**src/rtl/irq_pkg.sv**
```systemverilog
// Shared constants and types of the interrupt entry sequencer.
package irq_pkg;
    // Bit positions inside the flag word that the sequencer reads or clears.
    localparam int FLAG_TF = 8;
    localparam int FLAG_IF = 9;
    localparam int FLAG_OF = 11;

    // Fixed type numbers of the internal sources.
    localparam logic [7:0] TYPE_DIVIDE = 8'd0;
    localparam logic [7:0] TYPE_STEP   = 8'd1;
    localparam logic [7:0] TYPE_NMI    = 8'd2;
    localparam logic [7:0] TYPE_BRKPT  = 8'd3;
    localparam logic [7:0] TYPE_OVF    = 8'd4;
    localparam logic [7:0] TYPE_BADOP  = 8'd6;
    localparam logic [7:0] TYPE_ESCAPE = 8'd7;

    typedef enum logic [2:0] {
        SRC_NONE, SRC_INTERNAL, SRC_NMI, SRC_INTR, SRC_STEP
    } irq_src_t;

    typedef enum logic [2:0] {
        ST_IDLE, ST_ACK, ST_PSH_FL, ST_PSH_CS, ST_PSH_IP,
        ST_VEC_LO, ST_VEC_HI, ST_DONE
    } seq_state_t;
endpackage

```
**src/rtl/irq_arbiter.sv**
```systemverilog
// Source arbiter: keeps the non-maskable edge latch and, at an idle
// instruction boundary, picks one winning source and its type number.
// Assumes: take is acted on in the same cycle by the sequencer.
module irq_arbiter
    import irq_pkg::*;
#(
    parameter int TYPE_W = 8
) (
    input  logic              clk,
    input  logic              rst_n,
    input  logic              idle,
    input  logic              inst_end,
    input  logic              nmi_pin,
    input  logic              intr_pin,
    input  logic              flag_if,
    input  logic              flag_tf,
    input  logic              flag_of,
    input  logic              exc_req,
    input  logic [1:0]        exc_sel,
    input  logic              into_req,
    input  logic              swi_req,
    input  logic [TYPE_W-1:0] swi_type,
    output logic              take,
    output logic              take_ack,
    output logic [TYPE_W-1:0] take_type
);
    logic     nmi_prev;
    logic     nmi_pend;
    logic     nmi_rise;
    irq_src_t winner;
    logic [TYPE_W-1:0] int_type;

    assign nmi_rise = nmi_pin && !nmi_prev;

    // Type of the internal source; exceptions outrank overflow, overflow outranks INT n.
    always_comb begin
        if (exc_req) begin
            unique case (exc_sel)
                2'd0:    int_type = TYPE_W'(TYPE_DIVIDE);
                2'd1:    int_type = TYPE_W'(TYPE_BRKPT);
                2'd2:    int_type = TYPE_W'(TYPE_BADOP);
                default: int_type = TYPE_W'(TYPE_ESCAPE);
            endcase
        end else if (into_req && flag_of) begin
            int_type = TYPE_W'(TYPE_OVF);
        end else begin
            int_type = swi_type;
        end
    end

    // Fixed-priority choice among the active sources.
    always_comb begin
        if (exc_req || (into_req && flag_of) || swi_req) winner = SRC_INTERNAL;
        else if (nmi_pend)                                winner = SRC_NMI;
        else if (intr_pin && flag_if)                     winner = SRC_INTR;
        else if (flag_tf)                                 winner = SRC_STEP;
        else                                              winner = SRC_NONE;
    end

    // Grant outputs toward the sequencer.
    always_comb begin
        take     = idle && inst_end && (winner != SRC_NONE);
        take_ack = (winner == SRC_INTR);
        unique case (winner)
            SRC_INTERNAL: take_type = int_type;
            SRC_NMI:      take_type = TYPE_W'(TYPE_NMI);
            SRC_STEP:     take_type = TYPE_W'(TYPE_STEP);
            default:      take_type = '0;
        endcase
    end

    // Edge detector and pending latch; a fresh edge wins over the clear.
    always_ff @(posedge clk) begin
        if (!rst_n) begin
            nmi_prev <= 1'b0;
            nmi_pend <= 1'b0;
        end else begin
            nmi_prev <= nmi_pin;
            if (nmi_rise)                           nmi_pend <= 1'b1;
            else if (take && winner == SRC_NMI)     nmi_pend <= 1'b0;
        end
    end
endmodule

```
**src/rtl/irq_flags.sv**
```systemverilog
// Flag word register: loaded by the execute stage while no entry runs,
// trap and enable bits cleared by the sequencer after the flag push.
module irq_flags
    import irq_pkg::*;
#(
    parameter int WORD_W = 16
) (
    input  logic              clk,
    input  logic              rst_n,
    input  logic              busy,
    input  logic              ld,
    input  logic [WORD_W-1:0] ld_data,
    input  logic              clr_ift,
    output logic [WORD_W-1:0] q
);
    // Hold, load or clear the flag word.
    always_ff @(posedge clk) begin
        if (!rst_n) begin
            q <= '0;
        end else if (clr_ift) begin
            q[FLAG_IF] <= 1'b0;
            q[FLAG_TF] <= 1'b0;
        end else if (ld && !busy) begin
            q <= ld_data;
        end
    end
endmodule

```
**src/rtl/irq_bus_seq.sv**
```systemverilog
// Entry sequencer: optional acknowledge, three stack pushes with a
// pre-decremented stack pointer, two vector reads, completion pulse.
// Assumes: a bus cycle completes on the clock where mem_ready is high.
module irq_bus_seq
    import irq_pkg::*;
#(
    parameter int WORD_W    = 16,
    parameter int SEG_SHIFT = 4,
    parameter int TYPE_W    = 8,
    parameter int ADDR_W    = WORD_W + SEG_SHIFT
) (
    input  logic              clk,
    input  logic              rst_n,
    input  logic              take,
    input  logic              take_ack,
    input  logic [TYPE_W-1:0] take_type,
    input  logic [WORD_W-1:0] cs_cur,
    input  logic [WORD_W-1:0] ip_cur,
    input  logic [WORD_W-1:0] ss_cur,
    input  logic [WORD_W-1:0] sp_cur,
    input  logic [WORD_W-1:0] flags_cur,
    input  logic [WORD_W-1:0] mem_rdata,
    input  logic              mem_ready,
    output logic              mem_req,
    output logic              mem_we,
    output logic [ADDR_W-1:0] mem_addr,
    output logic [WORD_W-1:0] mem_wdata,
    output logic              inta_n,
    output logic              clr_ift,
    output logic              idle,
    output logic              entry_done,
    output logic [TYPE_W-1:0] vec_type,
    output logic [WORD_W-1:0] cs_new,
    output logic [WORD_W-1:0] ip_new,
    output logic [WORD_W-1:0] sp_new
);
    localparam int WORD_BYTES = WORD_W / 8;
    localparam int VEC_SHIFT  = $clog2(2 * WORD_BYTES);

    seq_state_t        state;
    logic [TYPE_W-1:0] type_q;
    logic [WORD_W-1:0] cs_q, ip_q, ss_q, sp_q;
    logic [ADDR_W-1:0] stk_addr, vec_addr;
    logic              is_push;

    assign is_push  = (state == ST_PSH_FL) || (state == ST_PSH_CS) || (state == ST_PSH_IP);
    assign stk_addr = (ADDR_W'(ss_q) << SEG_SHIFT) + ADDR_W'(sp_q - WORD_W'(WORD_BYTES));
    assign vec_addr = ADDR_W'(type_q) << VEC_SHIFT;

    // Bus drive for the current step.
    always_comb begin
        mem_req   = is_push || (state == ST_VEC_LO) || (state == ST_VEC_HI);
        mem_we    = is_push;
        mem_addr  = is_push ? stk_addr : vec_addr;
        if (state == ST_VEC_HI) mem_addr = vec_addr + ADDR_W'(WORD_BYTES);
        unique case (state)
            ST_PSH_CS: mem_wdata = cs_q;
            ST_PSH_IP: mem_wdata = ip_q;
            default:   mem_wdata = flags_cur;
        endcase
        inta_n     = (state != ST_ACK);
        clr_ift    = (state == ST_PSH_FL) && mem_ready;
        idle       = (state == ST_IDLE);
        entry_done = (state == ST_DONE);
    end

    assign vec_type = type_q;
    assign sp_new   = sp_q;

    // Step through the entry sequence, advancing on each completed cycle.
    always_ff @(posedge clk) begin
        if (!rst_n) begin
            state  <= ST_IDLE;
            type_q <= '0;
            cs_q   <= '0;
            ip_q   <= '0;
            ss_q   <= '0;
            sp_q   <= '0;
            cs_new <= '0;
            ip_new <= '0;
        end else begin
            unique case (state)
                ST_IDLE: if (take) begin
                    type_q <= take_type;
                    cs_q   <= cs_cur;
                    ip_q   <= ip_cur;
                    ss_q   <= ss_cur;
                    sp_q   <= sp_cur;
                    state  <= take_ack ? ST_ACK : ST_PSH_FL;
                end
                ST_ACK: if (mem_ready) begin
                    type_q <= mem_rdata[TYPE_W-1:0];
                    state  <= ST_PSH_FL;
                end
                ST_PSH_FL: if (mem_ready) begin
                    sp_q  <= sp_q - WORD_W'(WORD_BYTES);
                    state <= ST_PSH_CS;
                end
                ST_PSH_CS: if (mem_ready) begin
                    sp_q  <= sp_q - WORD_W'(WORD_BYTES);
                    state <= ST_PSH_IP;
                end
                ST_PSH_IP: if (mem_ready) begin
                    sp_q  <= sp_q - WORD_W'(WORD_BYTES);
                    state <= ST_VEC_LO;
                end
                ST_VEC_LO: if (mem_ready) begin
                    ip_new <= mem_rdata;
                    state  <= ST_VEC_HI;
                end
                ST_VEC_HI: if (mem_ready) begin
                    cs_new <= mem_rdata;
                    state  <= ST_DONE;
                end
                default: state <= ST_IDLE;
            endcase
        end
    end
endmodule

```
**src/rtl/irq_entry_seq.sv**
```systemverilog
// Top of the interrupt entry sequencer: arbiter, flag register and bus
// sequencer, plus the wait/test stall. Assumes the execute stage pulses
// inst_end only at instruction boundaries and samples results on entry_done.
module irq_entry_seq
    import irq_pkg::*;
#(
    parameter int WORD_W    = 16,
    parameter int SEG_SHIFT = 4,
    parameter int TYPE_W    = 8,
    localparam int ADDR_W   = WORD_W + SEG_SHIFT
) (
    input  logic              clk,
    input  logic              rst_n,
    input  logic              inst_end,
    input  logic              nmi_pin,
    input  logic              intr_pin,
    input  logic              exc_req,
    input  logic [1:0]        exc_sel,
    input  logic              into_req,
    input  logic              swi_req,
    input  logic [TYPE_W-1:0] swi_type,
    input  logic              flags_ld,
    input  logic [WORD_W-1:0] flags_d,
    input  logic [WORD_W-1:0] cs_cur,
    input  logic [WORD_W-1:0] ip_cur,
    input  logic [WORD_W-1:0] ss_cur,
    input  logic [WORD_W-1:0] sp_cur,
    input  logic              wait_req,
    input  logic              test_pin,
    input  logic [WORD_W-1:0] mem_rdata,
    input  logic              mem_ready,
    output logic              mem_req,
    output logic              mem_we,
    output logic [ADDR_W-1:0] mem_addr,
    output logic [WORD_W-1:0] mem_wdata,
    output logic              inta_n,
    output logic              busy,
    output logic              entry_done,
    output logic [TYPE_W-1:0] vec_type,
    output logic [WORD_W-1:0] cs_new,
    output logic [WORD_W-1:0] ip_new,
    output logic [WORD_W-1:0] sp_new,
    output logic [WORD_W-1:0] flags_q,
    output logic              wait_stall
);
    logic              idle, take, take_ack, clr_ift;
    logic [TYPE_W-1:0] take_type;

    assign busy       = !idle;
    assign wait_stall = wait_req && test_pin;

    irq_arbiter #(.TYPE_W(TYPE_W)) u_arb (
        .clk(clk), .rst_n(rst_n), .idle(idle), .inst_end(inst_end),
        .nmi_pin(nmi_pin), .intr_pin(intr_pin),
        .flag_if(flags_q[FLAG_IF]), .flag_tf(flags_q[FLAG_TF]), .flag_of(flags_q[FLAG_OF]),
        .exc_req(exc_req), .exc_sel(exc_sel), .into_req(into_req),
        .swi_req(swi_req), .swi_type(swi_type),
        .take(take), .take_ack(take_ack), .take_type(take_type)
    );

    irq_flags #(.WORD_W(WORD_W)) u_flags (
        .clk(clk), .rst_n(rst_n), .busy(busy), .ld(flags_ld),
        .ld_data(flags_d), .clr_ift(clr_ift), .q(flags_q)
    );

    irq_bus_seq #(.WORD_W(WORD_W), .SEG_SHIFT(SEG_SHIFT), .TYPE_W(TYPE_W), .ADDR_W(ADDR_W)) u_seq (
        .clk(clk), .rst_n(rst_n), .take(take), .take_ack(take_ack), .take_type(take_type),
        .cs_cur(cs_cur), .ip_cur(ip_cur), .ss_cur(ss_cur), .sp_cur(sp_cur),
        .flags_cur(flags_q), .mem_rdata(mem_rdata), .mem_ready(mem_ready),
        .mem_req(mem_req), .mem_we(mem_we), .mem_addr(mem_addr), .mem_wdata(mem_wdata),
        .inta_n(inta_n), .clr_ift(clr_ift), .idle(idle), .entry_done(entry_done),
        .vec_type(vec_type), .cs_new(cs_new), .ip_new(ip_new), .sp_new(sp_new)
    );
endmodule

```
**config.mk**
```make
export PLATFORM = sky130hd
export DESIGN_NAME = irq_entry_seq
export DESIGN_NICKNAME = d
export VERILOG_FILES = /design/src/rtl/irq_pkg.sv /design/src/rtl/irq_arbiter.sv /design/src/rtl/irq_flags.sv /design/src/rtl/irq_bus_seq.sv /design/src/rtl/irq_entry_seq.sv
export SDC_FILE = /design/constraint.sdc
export NUM_CORES = 1
export LEC_CHECK = 0
export BUFFER_PORTS_ARGS = -buffer_cell sky130_fd_sc_hd__buf_2
export CORE_MARGIN = 2
export CORE_UTILIZATION = 50
export DETAILED_ROUTE_END_ITERATION = 16
export PLACE_DENSITY = 0.78
export SLEW_MARGIN = 10
export SYNTH_ARGS = -nofsm -noshare
export SYNTH_HDL_FRONTEND = slang
export SYNTH_HIERARCHICAL = 1
export SYNTH_SLANG_ARGS = --single-unit
```
**constraint.sdc**
```tcl
create_clock -name clk -period 12.9 [get_ports clk]
set_clock_uncertainty 0.15 [all_clocks]
set_input_delay 3.87 -clock clk [delete_from_list [all_inputs] [get_ports clk]]
set_output_delay 3.87 -clock clk [all_outputs]
set_load 0.02 [all_outputs]
```
==> results.md <==
* Total negative slack at 0 ns
* Via Count at 7249
* Avg Synthesized Cell Area at 7.54 sq um
* Crit path launch: wait_req
* Sequential share of the synthesized area at 0.366
* Max Fclk at 121 MHz
* Status: finished, final reports clean
* Hold_buf cts at 0
* WHS at 0.300 ns
* H-tree depth at 4
* Final wirelength at 20.7 mm
* WP data required at 8.88 ns
* Clk Tree Root Cell: clkbuf_16
* Non-Filler Instances at 1283
* Worst Setup Path Type: input port to primary output
* Synth Flop Type: dfxtp_1
* Layout cells sized above 1 at 0.279
* CP Capture Type: primary output
* Synthesized net count at 1042
* Max Transition Viols Final at 0
* Core footprint at 0.0133 sq mm
* Final worst slack at 4.64 ns
* Worst R2R Setup Slack at 9.12 ns
* # IOs at 232
* Die H at 121 um
* Most frequent cells in the layout: nand2_1, buf_2, a21oi_1
* Max Cap Violations at 0
* Die Wd at 121 um
* Most common cell after layout, fill and taps aside: nand2_1
* Crit-path max FO at 1
* LEAKAGE at 3.70 nW
* Final setup viols at 0
* Pre-CTS setup slack at 4.63 ns
* Minimum clock period at 8.26 ns
* GR Overflow Total at 0
* Post-CTS sizing at 0
* Initial Util at 0.514
* Vias/cell at 5.65
* Routed WL per cell at 16.1 um
* RSZ-0062 raised after global routing: false
* Die area at 0.0146 sq mm
* Slew @ Worst Pin at 1.07 ns
* Worst-path clk slew at 0.06 ns
* Clock Latency Late Sink at 0.41 ns
* CTS Buf Count at 17
* Clock Sinks at 125
* Nets at 1230
* Yosys cell types at 68
* Reg2Reg Capture Point: u_seq/sp_new[3]
* Gate Count Post-Synth at 906
* DRT antenna net count at 0
* Worst R2R Start: u_seq/state[0]
* Placed cell count at 1251
* Max Root-Sink Buffers at 2
* Initial antenna violation count at 0
* CP startpoint kind: input port
* Area grow syn2layout at 25.0%
* Total power draw at 1.93 mW
* Fin. Hold Viols at 0
* Final Cycle Share at 0.641
* GPL Wtd Cong at 0.952
* ANT cells at 0
* Pin count of the biggest net entering global routing at 79
* Yosys reg bits at 125
* Hpwl dp at 14.3 mm
* Pre-antenna DRT Iters at 6
* Ys async rst share at 0
* Post-route DRC at 0
* Power density cells at 226 mW/mm^2
* Yosys Warn Count at 6
* EDFF count, synth at 0
* 1st-iter DRT viols at 759
* Worst-case reg-to-reg path depth at 6
* Arrival @ worst endpoint at 4.24 ns
* Capture point of the critical path: wait_stall
* Mapped Area at 0.00683 sq mm
* CTS tree: done
* Worst min path class: register to register
* Max IR drop VDD at 0.114 mV
* Vias in the first global route at 6457
* Row cnt at 42
* Post-CTS setup buffers at 0
* First-pass GRT wire length at 32.4 mm
* Tot GR Track Use at 0.277
* Port Buffer Count at 231
* Slew HR at 0.287
## synth_stat cells, types with 8 or more instances
master | n | area share
nor3_1 | 12 | 0.0088
buf_2 | 19 | 0.014
nor2_1 | 34 | 0.019
nand3_1 | 27 | 0.020
xnor2_1 | 10 | 0.013
mux2i_1 | 15 | 0.022
o22ai_1 | 33 | 0.030
and3_1 | 8 | 0.0073
o31ai_1 | 20 | 0.022
nand2_1 | 240 | 0.13
dfxtp_1 | 125 | 0.37
o21ai_2 | 14 | 0.018
a211oi_1 | 8 | 0.0088
and2_1 | 8 | 0.0073
inv_1 | 12 | 0.0066
clkbuf_1 | 34 | 0.019
ha_1 | 17 | 0.031
a21oi_1 | 126 | 0.092
xor2_1 | 10 | 0.013
o21ai_0 | 27 | 0.020
## metal layers
metal | part of all wire | global-route usage | vias up
met4 | 0.030 | 0.108 | 0
met2 | 0.46 | 0.438 | 337
met3 | 0.087 | 0.0648 | 42
met1 | 0.42 | 0.367 | 3312
met5 | 0 | 0 | -
li1 | - | - | 3558
## where the power goes
part           switching (mW)  leakage [nW]  internal [mW]
registers              0.0689          1.02          0.441
logic                   0.587          2.39          0.324
clock network           0.180         0.299          0.328
total                   0.836          3.70           1.09
## registers in the layout, indices dropped and copies added, names as in the netlist
| name | flops |
|---|---|
| u_arb/nmi_pend | 1 |
| u_seq/state | 3 |
| u_seq/vec_type | 8 |
| u_seq/sp_new | 16 |
| u_seq/cs_new | 16 |
| u_seq/cs_q | 16 |
| u_seq/ip_new | 16 |
| u_flags/q | 16 |
| u_seq/ss_q | 16 |
| u_arb/nmi_prev | 1 |
| u_seq/ip_q | 16 |
## kinds of logic (layout without fill, tap and decap cells)
group                    count (synthesis)  in the layout  synth area share
flip-flops                             125            125             0.366
buffers and inverters                   82            283            0.0595
XOR/XNOR                                20             20            0.0256
multiplexers                            16             16            0.0236
adder cells (fa/ha/maj)                 18             18            0.0341
AND/OR/NAND/NOR                        378            378             0.251
AO/OA/AOI/OAI                          267            267             0.240
## cell type report
type                            count  area, sq um
Fill cell                        1200         4760
Multi-Input combinational cell    699         3930
Sequential cell                   125         2500
Timing Repair Buffer              236         1190
Clock buffer                       18          439
Tap cell                          176          220
Clock inverter                     14          191
Inverter                           15         56.3
## per-stage QoR
stage,util,area (sq um)
finish,0.642,8540
global route,0.642,8540
CTS,0.642,8540
detailed placement,0.595,7910
global placement,0.595,7910
floorplan,-,6830
## worst min-delay path by stage
stage / startpoint / depth (start not counted) / to / slack (ns)
after floorplan: u_seq/cs_q[0] / 2 / u_seq/cs_q[0] / 0.29
after global placement: u_seq/cs_new[1] / 2 / u_seq/cs_new[1] / 0.29
after detailed placement: u_seq/cs_new[1] / 2 / u_seq/cs_new[1] / 0.29
after CTS: u_seq/cs_new[1] / 2 / u_seq/cs_new[1] / 0.30
after global routing: u_seq/ip_new[0] / 2 / u_seq/ip_new[0] / 0.32
final: u_seq/cs_new[0] / 2 / u_seq/cs_new[0] / 0.30
## critical path, cell delays in order
cell and delay [ns]:
buf_2 0.09, and2_1 0.13, buf_2 0.15
(Power assumes the default switching activity.)
